### config.mk
export PLATFORM = sky130hd
export DESIGN_NAME = prio_irq_ctrl
export DESIGN_NICKNAME = d
export VERILOG_FILES = /design/src/rtl/prio_irq_pkg.sv /design/src/rtl/pic_pick.sv /design/src/rtl/pic_src_bank.sv /design/src/rtl/prio_irq_ctrl.sv
export SDC_FILE = /design/constraint.sdc
export NUM_CORES = 1
export LEC_CHECK = 0
export CAP_MARGIN = 5
export CORE_MARGIN = 2
export CORE_UTILIZATION = 35
export DETAILED_ROUTE_END_ITERATION = 12
export PLACE_DENSITY = 0.66
export SETUP_SLACK_MARGIN = 0.1
export SLEW_MARGIN = 20
export SYNTH_ARGS = -nofsm -noshare
export SYNTH_HDL_FRONTEND = slang
export SYNTH_HIERARCHICAL = 1
export SYNTH_SLANG_ARGS = --single-unit
### constraint.sdc
create_clock -name clk -period 16.1 [get_ports clk]
set_input_delay 4.025 -clock clk [delete_from_list [all_inputs] [get_ports clk]]
set_output_delay 4.025 -clock clk [all_outputs]
set_load 0.03 [all_outputs]
### src/rtl/prio_irq_pkg.sv
package prio_irq_pkg;
  typedef enum logic [1:0] {
    DST_CORE = 2'd0,
    DST_CRIT = 2'd1,
    DST_EXT  = 2'd2,
    DST_RSVD = 2'd3
  } dst_e;
endpackage

### src/rtl/pic_pick.sv
// Combinational highest-priority picker; ties resolve to the lowest index.
module pic_pick #(
  parameter int N  = 8,
  parameter int PW = 4,
  localparam int IW = (N > 1) ? $clog2(N) : 1
) (
  input  logic [N-1:0]         req,
  input  logic [N-1:0][PW-1:0] pri,
  output logic                 found,
  output logic [IW-1:0]        idx,
  output logic [PW-1:0]        best
);
  always_comb begin
    found = 1'b0;
    idx   = '0;
    best  = '0;
    for (int i = 0; i < N; i++) begin
      if (req[i] && (!found || (pri[i] > best))) begin
        found = 1'b1;
        best  = pri[i];
        idx   = IW'(i);
      end
    end
  end
endmodule

### src/rtl/pic_src_bank.sv
// Per-source configuration registers and pending capture.
module pic_src_bank #(
  parameter int N  = 8,
  parameter int PW = 4,
  parameter int VW = 8,
  localparam int IW = (N > 1) ? $clog2(N) : 1
) (
  input  logic                 clk,
  input  logic                 rst_n,
  input  logic [N-1:0]         src_in,
  input  logic                 cfg_we,
  input  logic [IW-1:0]        cfg_sel,
  input  logic [PW-1:0]        cfg_pri,
  input  logic [VW-1:0]        cfg_vec,
  input  logic                 cfg_msk,
  input  logic                 cfg_lvl,
  input  logic [1:0]           cfg_dst,
  input  logic [N-1:0]         ack_clr,
  output logic [N-1:0][PW-1:0] pri_o,
  output logic [N-1:0][VW-1:0] vec_o,
  output logic [N-1:0]         msk_o,
  output logic [N-1:0]         lvl_o,
  output logic [N-1:0][1:0]    dst_o,
  output logic [N-1:0]         pend_o
);
  logic [N-1:0] prev_q;
  logic [N-1:0] pend_d;

  for (genvar i = 0; i < N; i++) begin : g_src
    logic cfg_en;
    assign cfg_en = cfg_we && (cfg_sel == IW'(i));

    always_ff @(posedge clk or negedge rst_n) begin
      if (!rst_n) begin
        pri_o[i] <= '0;
        vec_o[i] <= '0;
        msk_o[i] <= 1'b1;
        lvl_o[i] <= 1'b0;
        dst_o[i] <= 2'd0;
      end else if (cfg_en) begin
        pri_o[i] <= cfg_pri;
        vec_o[i] <= cfg_vec;
        msk_o[i] <= cfg_msk;
        lvl_o[i] <= cfg_lvl;
        dst_o[i] <= cfg_dst;
      end
    end

    always_comb begin
      if (lvl_o[i]) pend_d[i] = src_in[i];
      else          pend_d[i] = (pend_o[i] && !ack_clr[i]) || (src_in[i] && !prev_q[i]);
    end

    always_ff @(posedge clk or negedge rst_n) begin
      if (!rst_n) begin
        prev_q[i] <= 1'b0;
        pend_o[i] <= 1'b0;
      end else begin
        prev_q[i] <= src_in[i];
        pend_o[i] <= pend_d[i];
      end
    end
  end
endmodule

### src/rtl/prio_irq_ctrl.sv
module prio_irq_ctrl
  import prio_irq_pkg::*;
#(
  parameter int N  = 8,
  parameter int PW = 4,
  parameter int VW = 8,
  parameter logic [VW-1:0] SPUR_RST = '1,
  localparam int IW = (N > 1) ? $clog2(N) : 1
) (
  input  logic          clk,
  input  logic          rst_n,
  input  logic [N-1:0]  src_in,
  input  logic          cfg_we,
  input  logic [IW-1:0] cfg_sel,
  input  logic [PW-1:0] cfg_pri,
  input  logic [VW-1:0] cfg_vec,
  input  logic          cfg_msk,
  input  logic          cfg_lvl,
  input  logic [1:0]    cfg_dst,
  input  logic          tpr_we,
  input  logic [PW-1:0] tpr_wdata,
  input  logic          spur_we,
  input  logic [VW-1:0] spur_wdata,
  input  logic          iack_re,
  output logic [VW-1:0] iack_data,
  input  logic          eoi_we,
  output logic          int_o,
  output logic          cint_o,
  output logic          ext_irq_o,
  output logic [N-1:0]  act_o
);
  logic [N-1:0][PW-1:0] pri_w;
  logic [N-1:0][VW-1:0] vec_w;
  logic [N-1:0]         msk_w, lvl_w, pend_w;
  logic [N-1:0][1:0]    dst_w;
  logic [N-1:0]         isr_q, isr_d, core_req, crit_req, ext_req, ack_clr;
  logic [PW-1:0]        tpr_q;
  logic [VW-1:0]        spur_q;
  logic                 int_q, int_d, cint_q, cint_d, ext_q, ext_d;
  logic                 win_v, is_v, int_ok, ack_hit;
  logic [IW-1:0]        win_idx, is_idx;
  logic [PW-1:0]        win_pri, is_pri;

  pic_src_bank #(.N(N), .PW(PW), .VW(VW)) u_bank (
    .clk(clk), .rst_n(rst_n), .src_in(src_in),
    .cfg_we(cfg_we), .cfg_sel(cfg_sel), .cfg_pri(cfg_pri), .cfg_vec(cfg_vec),
    .cfg_msk(cfg_msk), .cfg_lvl(cfg_lvl), .cfg_dst(cfg_dst), .ack_clr(ack_clr),
    .pri_o(pri_w), .vec_o(vec_w), .msk_o(msk_w), .lvl_o(lvl_w), .dst_o(dst_w),
    .pend_o(pend_w)
  );

  // Eligibility per destination.
  always_comb begin
    for (int i = 0; i < N; i++) begin
      logic live;
      live        = pend_w[i] && !msk_w[i] && (pri_w[i] != '0);
      core_req[i] = live && (dst_w[i] == 2'(DST_CORE)) && !isr_q[i];
      crit_req[i] = live && lvl_w[i] && (dst_w[i] == 2'(DST_CRIT));
      ext_req[i]  = live && lvl_w[i] && (dst_w[i] == 2'(DST_EXT));
    end
  end

  pic_pick #(.N(N), .PW(PW)) u_pick_pend (
    .req(core_req), .pri(pri_w), .found(win_v), .idx(win_idx), .best(win_pri)
  );

  pic_pick #(.N(N), .PW(PW)) u_pick_isr (
    .req(isr_q), .pri(pri_w), .found(is_v), .idx(is_idx), .best(is_pri)
  );

  // Presentation decision and acknowledge / end-of-interrupt next state.
  always_comb begin
    int_ok    = win_v && (win_pri > tpr_q) && (!is_v || (win_pri > is_pri));
    ack_hit   = iack_re && int_ok;
    iack_data = ack_hit ? vec_w[win_idx] : spur_q;
    ack_clr   = '0;
    isr_d     = isr_q;
    if (eoi_we && is_v) isr_d[is_idx] = 1'b0;
    if (ack_hit) begin
      ack_clr[win_idx] = 1'b1;
      isr_d[win_idx]   = 1'b1;
    end
    int_d  = int_ok && !iack_re;
    cint_d = |crit_req;
    ext_d  = |ext_req;
  end

  always_ff @(posedge clk or negedge rst_n) begin
    if (!rst_n) begin
      isr_q  <= '0;
      int_q  <= 1'b0;
      cint_q <= 1'b0;
      ext_q  <= 1'b0;
    end else begin
      isr_q  <= isr_d;
      int_q  <= int_d;
      cint_q <= cint_d;
      ext_q  <= ext_d;
    end
  end

  always_ff @(posedge clk or negedge rst_n) begin
    if (!rst_n)      tpr_q <= '0;
    else if (tpr_we) tpr_q <= tpr_wdata;
  end

  always_ff @(posedge clk or negedge rst_n) begin
    if (!rst_n)       spur_q <= SPUR_RST;
    else if (spur_we) spur_q <= spur_wdata;
  end

  assign int_o     = int_q;
  assign cint_o    = cint_q;
  assign ext_irq_o = ext_q;
  assign act_o     = pend_w | isr_q;
endmodule

Word-level counts from Yosys, hierarchy flattened:

Index checks and enable logic that the tools add are counted.

* output and inout port bits: 19
* flip-flop bits (word level): 167
* input bits: 46

* equal/unequal tests: 23
* reduce and logical (&&, ||, !) cells: 191
* multiplexer cells: 64
* bitwise operators: 4
* $lt $le $gt $ge: 20

Operator list (count)
* $logic_and A1 B1 Y1: 101
* $gt A4 B4 Y1: 16
* $mux W4: 16
* $logic_not A1 Y1: 48
* $mux W8: 5
* $reduce_bool A4 Y1: 8
* $mux W1: 28
* $bmux W8 S3: 1
* $mux W3: 8
* $logic_or A1 B1 Y1: 23
* $eq A2 B1 Y1 const B: 8
* $eq A2 B2 Y1 const B: 8
* $logic_not A2 Y1: 8
* $or A8 B8 Y8: 2
* $reduce_or A8 Y1: 2
* $eq A3 B3 Y1 const B: 4
* $and A8 B8 Y8: 1
* $lt A3 B4 Y1 const B: 2
* $mux W2: 4
* $not A8 Y8: 1
* $demux W1 S3: 2
* $eq A3 B2 Y1 const B: 2
* $ge A3 B1 Y1 const B: 2
* $eq A3 B1 Y1 const B: 1
* $logic_not A3 Y1: 1

Longest topological paths before layout:

Gate-level depths: netlist (run 1).

* word-level depth: 43
* mapped depth: 65
* depth with buffers taken out: 58

Hierarchy:

The synthesis (run 1) kept the hierarchy.

By module, submodules not included
* pic_src_bank: cells an instance 319, sequential area each 3613.5 um^2, area each 5475.3 um^2, times used 1
* pic_pick: cells an instance 210, sequential area each 0.0 um^2, area each 1519.0 um^2, times used 2
* prio_irq_ctrl: cells an instance 261, sequential area each 585.6 um^2, area each 2313.5 um^2, times used 1

Least setup slack after synthesis (run 1):

OpenSTA, ideal clock, no wires.

* kind: reg2out
* start point: register u_bank/pri_o[0] (netlist name)
* end point: output iack_data[0]
* required time: 12075 ps
* data arrival time: 11815 ps
* setup slack: 260 ps
* stages on the path, launching flop included: 57
* cell sequence: dfrtp_1 or4_1 nand3b_1 nor4_1 buf_2 nand2_1 inv_1 ha_1 nand3_1 or2_1 o211ai_1 a22oi_1 ha_1 nor2b_1 o211ai_1 a21oi_1 a221o_1 nand2_1 [... 21 more ...] o211ai_1 a21oi_1 o21ai_1 clkbuf_1 nor2_1 a221o_1 ha_1 a211oi_1 nand2_1 a32o_2 nor3_1 a211oi_1 ha_1 and3_1 a221o_1 and4_1 buf_6 mux2_4

* word-level cells in the longest chain between the ends: 38

Ends and longest elaborated chain
* from (decl): RTL line pic_src_bank.sv:19 `output logic [N-1:0][PW-1:0] pri_o,`
* from (signal, indexed assignment): RTL line pic_src_bank.sv:41 `pri_o[i] <= cfg_pri;`
* $reduce_bool A4 Y1 *: RTL line prio_irq_ctrl.sv:56 `live = pend_w[i] && !msk_w[i] && (pri_w[i] != '0);`
* $logic_and A1 B1 Y1 *: RTL line prio_irq_ctrl.sv:56
* $logic_and A1 B1 Y1 * (2 in a row): RTL line prio_irq_ctrl.sv:57 `core_req[i] = live && (dst_w[i] == 2'(DST_CORE)) && !isr_q[i];`
* via core_req[0]: RTL line prio_irq_ctrl.sv:36 `logic [N-1:0] isr_q, isr_d, core_req, crit_req, ext_req, ack_clr;`
* $mux W4 or $mux W1 (tied branches): RTL line pic_pick.sv:18 `if (req[i] && (!found || (pri[i] > best))) begin`
* $gt A4 B4 Y1 or $logic_not A1 Y1 (tied branches): RTL line pic_pick.sv:18
* $logic_or A1 B1 Y1: RTL line pic_pick.sv:18
* $logic_and A1 B1 Y1: RTL line pic_pick.sv:18
* [... 23 more ...]
* $logic_and A1 B1 Y1: RTL line pic_pick.sv:18
* $mux W4 *: RTL line pic_pick.sv:18
* via win_pri[3]: RTL line prio_irq_ctrl.sv:42 `logic [PW-1:0] win_pri, is_pri;`
* $gt A4 B4 Y1: RTL line prio_irq_ctrl.sv:73 `int_ok = win_v && (win_pri > tpr_q) && (!is_v || (win_pri > is_pri));`
* $logic_and A1 B1 Y1 or $logic_or A1 B1 Y1 (tied branches): RTL line prio_irq_ctrl.sv:73
* $logic_and A1 B1 Y1 *: RTL line prio_irq_ctrl.sv:73
* $logic_and A1 B1 Y1 *: RTL line prio_irq_ctrl.sv:74 `ack_hit = iack_re && int_ok;`
* $mux W8 *: RTL line prio_irq_ctrl.sv:75 `iack_data = ack_hit ? vec_w[win_idx] : spur_q;`
* to (decl): RTL line prio_irq_ctrl.sv:25 `output logic [VW-1:0] iack_data,`

The timed path passes the listed nets; every way through them passes the cells marked *. The select of a mux whose other input is x is not followed.

Worst setup path in the final report (run 1):

* start point: register u_bank/pri_o[2] (netlist name)
* end point: output iack_data[2]

Same word-level chain as after synthesis.

==> results of run 1 <==
[through the flow]
stage / setup TNS, ns / std cells / utilization, % / total power [mW] / hold WS (ns)
4_1_cts: 0 / 1528 / 43.0 / 2.79 / 0.503
2_1_floorplan: 0 / 1000 / - / 1.79 / 0.472
3_5_place_dp: -3.02 / 1481 / 40.1 / 2.30 / 0.488
3_3_place_gp: 0 / 1481 / 40.1 / 2.26 / 0.481
5_1_grt: -3.26 / 1564 / 45.5 / 3.20 / 0.513
6_report: 0 / 1564 / 45.5 / 2.99 / 0.505
[timing repair]
action | in CTS | in global routing
buffers inserted | 13 | 36
pin swaps | 22 | 69
endpoints found under the setup margin | 8 | 8
gates cloned | 2 | 0
hold buffers | 0 | 0
gates resized for setup | 72 | 96
[cells by family (layout without fill, tap and decap cells)]
kind of cell	count (synthesis)	after routing	share of synthesized area [%]
simple gates	295	295	15.8
compound gates	197	198	14.6
buf+inv	107	274	4.80
fa+ha+maj	64	64	7.40
mux	170	170	18.6
flops	167	167	38.8
[flip-flops by register name, summed over array words and instances, names as in the netlist]
name / cells
u_bank/vec_o: 64
u_bank/pri_o: 32
u_bank/dst_o: 16
isr_q: 8
spur_q: 8
u_bank/lvl_o: 8
u_bank/msk_o: 8
u_bank/pend_o: 8
u_bank/prev_q: 8
tpr_q: 4
cint_o: 1
ext_irq_o: 1
int_o: 1
[cell usage after synthesis (all sizes together) (5+ instances only)]
cell	instances	share of area, %
and3	7	0.40
clkbuf	13	0.45
nand4	10	0.64
nand4b	6	0.66
a21o	11	0.76
buf	33	2.2
a31oi	19	1.8
nand3b	18	1.2
nor2	62	2.3
or2	12	0.69
mux2i	13	1.2
a211oi	19	1.3
a22oi	9	0.62
nand3	13	0.60
a22o	11	0.89
dfrtp	151	35
nor2b	10	0.58
o31ai	16	1.1
mux2	153	17
a221o	13	1.2
and4	7	0.57
nor3	20	0.92
ha	64	7.4
nand2	55	1.9
o211ai	9	0.62
inv	61	2.1
o21ai	25	1.2
a221oi	5	0.58
nand2b	26	1.5
nor3b	9	0.62
or4	9	0.62
a21oi	27	1.2
nor4	21	1.5
dfstp	16	3.9
[layer usage]
layer	GRT usage, %	part of all wire, %	up-vias
li1	-	-	4069
met1	23.1	43	4372
met2	31.4	50	210
met3	2.33	3.3	64
met4	7.67	3.4	0
met5	0	0	-
[layout by cell type (no fill, tap or decap), types with 17 or more instances in the layout]
master           count
dfrtp_1            151
mux2_2             133
buf_4              106
inv_1               60
clkdlybuf4s50_1     55
nor2_1              52
ha_1                48
nand2_1             46
nand2b_1            22
mux2_4              20
a21oi_1             19
nor3_1              19
nand3b_1            18
buf_6               18
o21ai_0             17
clkbuf_16           17
[power by group]
| group | internal [mW] | total (mW) | switching [mW] |
|---|---|---|---|
| registers | 0.515 | 0.620 | 0.105 |
| logic | 0.935 | 1.97 | 1.03 |
| clock network | 0.221 | 0.403 | 0.182 |
| total | 1.67 | 2.99 | 1.32 |
[layout make-up]
cell class / count / area (um^2)
Clock buffer: 18 / 439
Clock inverter: 14 / 141
Fill cell: 2727 / 16600
Inverter: 61 / 229
Multi-Input combinational cell: 727 / 6800
Sequential cell: 167 / 4200
Tap cell: 396 / 495
Timing Repair Buffer: 181 / 1570
[worst paths after layout]
| check | to | slack, ns | cells after the start | from |
|---|---|---|---|---|
| worst max-delay path | iack_data[2] | 0.13 | 58 | u_bank/pri_o[2]$_DFFE_PN0P_ |
| min in group asynchronous | u_bank/lvl_o[1]$_DFFE_PN0P_ | 3.72 | 1 | rst_n |
| max in group asynchronous | u_bank/vec_o[36]$_DFFE_PN0P_ | 11.09 | 2 | rst_n |
| worst max register to register | u_bank/pend_o[0]$_DFF_PN0_ | 3.82 | 60 | u_bank/pri_o[2]$_DFFE_PN0P_ |
| worst min register to register | u_bank/vec_o[7]$_DFFE_PN0P_ | 0.50 | 1 | u_bank/vec_o[7]$_DFFE_PN0P_ |
| worst min-delay path | u_bank/vec_o[7]$_DFFE_PN0P_ | 0.50 | 1 | u_bank/vec_o[7]$_DFFE_PN0P_ |
==> summary.txt, run 1 <==
Floorplanning
  • Core area: 30500 um^2
  • Die Width: 180 um
  • Initial Utilization: 35.5%
  • Die ar.: 32400 um^2
  • Die Height: 180 um
  • IO Pins: 65
  • Rows: 64

Clock network
  • CTS Sinks: 167
  • Clock-pin slew on the worst setup and hold paths: 0.07 ns
  • Cts bufs inserted: 17
  • CTS max path bufs: 2
  • Worst-skew pair later-pin latency: 0.43 ns
  • Clock root buffer: clkbuf_16
  • CTS tree: done
  • H-Tree Depth: 4

Route
  • Post-detailed-routing wire length: 30.4 mm
  • DRC violations left: 0
  • Initial drt markers: 652
  • Routed Antenna Nets: 0
  • Vias/cell: 5.57
  • Via count: 8715
  • Wire length per cell: 19.5 um
  • Drt first pass iters: 5

STA
  • RSZ-0062 raised after global routing: yes
  • Final Hold Fails: 0
  • Worst Skew: 0.00795 ns
  • Minimum clock period: 15.97 ns
  • Fmax: 62.6 MHz
  • Setup WS post-layout: 0.131 ns
  • Slew @ Worst Pin: 1.22 ns
  • Tcrit/Tclk final: 99.2%
  • Final Setup Violations: 0
  • Slew Viols, Final: 0
  • Slew headroom: 18.0%

Setup path
  • Startpoint Class: flop
  • CP peak stage delay: 0.55 ns
  • CP max stage cell: or4_4
  • Setup CP Type: reg2out
  • Arr. time, crit path: 11.94 ns
  • CP most frequent cell: ha_4
  • Family with the most delay on the worst path: compound AO/OA/AOI/OAI gates
  • Worst Path Buf+Inv: 10
  • CP max FO: 8
  • Setup crit end kind: output port
  • CP required: 12.07 ns

Synth
  • Avg Inst Size Synth: 10.8 um^2
  • Most used DFF post-synth: dfrtp_1
  • Register area share after synthesis: 38.8%
  • Synth cell types: 71
  • EDFF count, synth: 0
  • Ys async rst share: 100%
  • Mapped Cells: 1000
  • Synth Warn #: 6
  • Syn nets: 1110
  • Mapped Area: 10800 um^2
  • #FFs+latches synth: 167

Job
  • Max_cap viols: 0

Place
  • Gpl congestion: 0.896
  • Post-detail-place hpwl: 21.7 mm
  • PortBufs: 64
  • Placed Area: 12200 um^2
  • Placement Setup Slack: -0.477 ns

Min path
  • Hold WC Path Type: reg2reg

Global routing
  • Largest net degree at the start of global routing: 107
  • Vias in the first global route: 8828
  • Total gr overflow: 0
  • Global-route wire length before repair: 47.1 mm
  • GRT Total Usage: 18.3%
  • Initial antenna violation count: 0

Cells and area
  • Layout cells sized above 1: 40.2%
  • Design Area, Final: 13900 um^2
  • Ant. Diodes: 0
  • Area grow syn2layout: 28.2%
  • NumNets Final: 1265

Power and ir drop
  • Pwr per Cell Area: 216 nW/um^2
  • Lkg Pwr: 5.87 nW
  • Peak supply drop: 129 uV

Run status
  • Status: finished clean
Power figures use the tool's default switching activity.
==> run 2, diff against run 1 <==
==> constraint.sdc (replaced) <==
create_clock -name clk -period 16.1 [get_ports clk]
set_input_delay 4.025 -clock clk [delete_from_list [all_inputs] [get_ports clk]]
set_output_delay 4.025 -clock clk [all_outputs]
set_load 0.005 [all_outputs]
==> summary.txt, run 2 (synthesis gave the netlist of run 1 again) <==
Setup path
  • CP most frequent cell: ha_4
  • CP max FO: 8
  • Startpoint Class: flop
  • CP peak stage delay: 0.55 ns
  • Worst R2R Path Depth: 58
  • CP required: 12.07 ns
  • Setup crit end kind: output port
  • Worst path depth: 58
  • Family with the most delay on the worst path: compound AO/OA/AOI/OAI gates
  • CP max stage cell: or4_4
  • Setup CP Type: reg2out
  • Worst Path Buf+Inv: 10
  • Arr. time, crit path: 12.02 ns

Cells and area
  • Number of flip-flops in the largest register: 64
  • Layout cells sized above 1: 39.0%
  • Top flop regs: u_bank/vec_o x64, u_bank/pri_o x32, u_bank/dst_o x16
  • Ant. Diodes: 0
  • Design Area, Final: 13700 um^2
  • NumNets Final: 1252
  • Area grow syn2layout: 27.0%
  • Commonest cells after routing, fill and taps aside: dfrtp_1 (151), mux2_2 (133), buf_4 (91), inv_1 (59)
  • Most common cell after layout, fill and taps aside: dfrtp_1
  • Top reg by flops: u_bank/vec_o

Job
  • Max_cap viols: 0

Min path
  • Hold Path Stages: 1
  • Hold WC Path Type: reg2reg

Global routing
  • Initial antenna violation count: 0
  • GRT Total Usage: 18.6%
  • Total gr overflow: 0
  • Global-route wire length before repair: 47.6 mm
  • Largest net degree at the start of global routing: 97
  • Vias in the first global route: 8658

Route
  • Routed Antenna Nets: 0
  • Wire length per cell: 19.8 um
  • Met2 routed WL: 15.3 mm
  • Drt first pass iters: 5
  • Via count: 8642
  • Max Used Layer: met4
  • Met1 WL: 13.1 mm
  • Post-detailed-routing wire length: 30.6 mm
  • Vias/cell: 5.57
  • Met3 WL: 982 um
  • DRC violations left: 0
  • Initial drt markers: 465

STA
  • Slew Viols, Final: 0
  • Slew @ Worst Pin: 1.18 ns
  • Tcrit/Tclk final: 99.7%
  • Slew headroom: 20.4%
  • Final Hold Fails: 0
  • RSZ-0062 raised after global routing: yes
  • Fmax: 62.3 MHz
  • Minimum clock period: 16.05 ns
  • Worst hold margin: 0.502 ns
  • Worst Skew: 0.0107 ns
  • Final Setup Violations: 0

Clock network
  • Cts bufs inserted: 17
  • CTS max path bufs: 2
  • # hold bufs at CTS: 0
  • CTS Sinks: 167
  • CTS tree: done
  • Clock root buffer: clkbuf_16
  • Clock-pin slew on the worst setup and hold paths: 0.07 ns
  • H-Tree Depth: 4
  • Worst-skew pair later-pin latency: 0.43 ns

Power and ir drop
  • Pwr per Cell Area: 213 nW/um^2
  • Peak supply drop: 106 uV
  • Lkg Pwr: 5.78 nW

Floorplanning
  • Die ar.: 32400 um^2
  • IO Pins: 65
  • Initial Utilization: 35.5%
  • Die Height: 180 um
  • Die Width: 180 um
  • Rows: 64
  • Core area: 30500 um^2

Place
  • Placed Area: 12100 um^2
  • Gpl congestion: 0.873
  • PortBufs: 64
  • Post-detail-place hpwl: 21.6 mm

Run status
  • Status: finished clean
## run 2: cell types whose count changed in the layout (fill, tap and decap cells not counted), sizes merged
cell and delta:
clkinv -1, inv +2, buf -17, clkbuf +4
clkinvlp -1
## run 2: per-stage QoR
step / power (mW) / util, % / std cells / setup slack (ns) / setup TNS (ns)
after floorplan: 1.74 / - / 1000 / 0.312 / 0
after global routing: 3.13 / 45.1 / 1551 / -0.363 / -2.83
after CTS: 2.73 / 43.1 / 1528 / 0.0908 / 0
final: 2.92 / 45.1 / 1551 / 0.0521 / 0
after detailed placement: 2.21 / 39.7 / 1465 / -0.429 / -3.36
after global placement: 2.17 / 39.7 / 1465 / 0.0429 / 0
## run 2: worst paths after layout
| check | start | end | slack, ns |
|---|---|---|---|
| max | u_bank/pri_o[3]$_DFFE_PN0P_ | iack_data[6] | 0.05 |
| max reg2reg | u_bank/pri_o[3]$_DFFE_PN0P_ | u_bank/pend_o[0]$_DFF_PN0_ | 3.62 |
| min | u_bank/vec_o[37]$_DFFE_PN0P_ | u_bank/vec_o[37]$_DFFE_PN0P_ | 0.50 |
| max in group asynchronous | rst_n | int_o$_DFF_PN0_ | 10.94 |
| min in group asynchronous | rst_n | u_bank/vec_o[10]$_DFFE_PN0P_ | 3.67 |
| min reg2reg | u_bank/vec_o[37]$_DFFE_PN0P_ | u_bank/vec_o[37]$_DFFE_PN0P_ | 0.50 |
## run 2: power breakdown
group | internal (mW) | switching (mW) | leakage [nW]
sequential | 0.515 | 0.107 | 1.99
combinational | 0.911 | 0.988 | 3.51
clock | 0.221 | 0.180 | 0.276
## run 2: final cells by class
cell class                      instances  area (um^2)
Inverter                               61          229
Clock buffer                           18          439
Tap cell                              396          495
Timing Repair Buffer                  168         1480
Fill cell                            2788        16800
Clock inverter                         14          136
Sequential cell                       167         4200
Multi-Input combinational cell        727         6770
## run 2: routing by layer
layer  global-route usage (%)  vias up
met4                     8.85        0
met1                     23.3     4310
li1                         -     4040
met3                     2.33       79
met5                        0        -
met2                     31.7      213
## run 2: worst reg2reg max path: cells and delay by family, from the launching register on
family	cells	cell delay, ns
fa+ha+maj	8	2.25
simple gates	17	3.50
compound gates	24	4.69
buf+inv	8	1.24
mux	1	0.32
flops	1	0.38
## run 2: what timing repair did
action / 4_1_cts / 5_1_grt
gates cloned: 1 / 0
gates resized for setup: 67 / 78
endpoints found under the setup margin: 8 / 8
pin swaps: 30 / 66
buffers inserted: 30 / 23
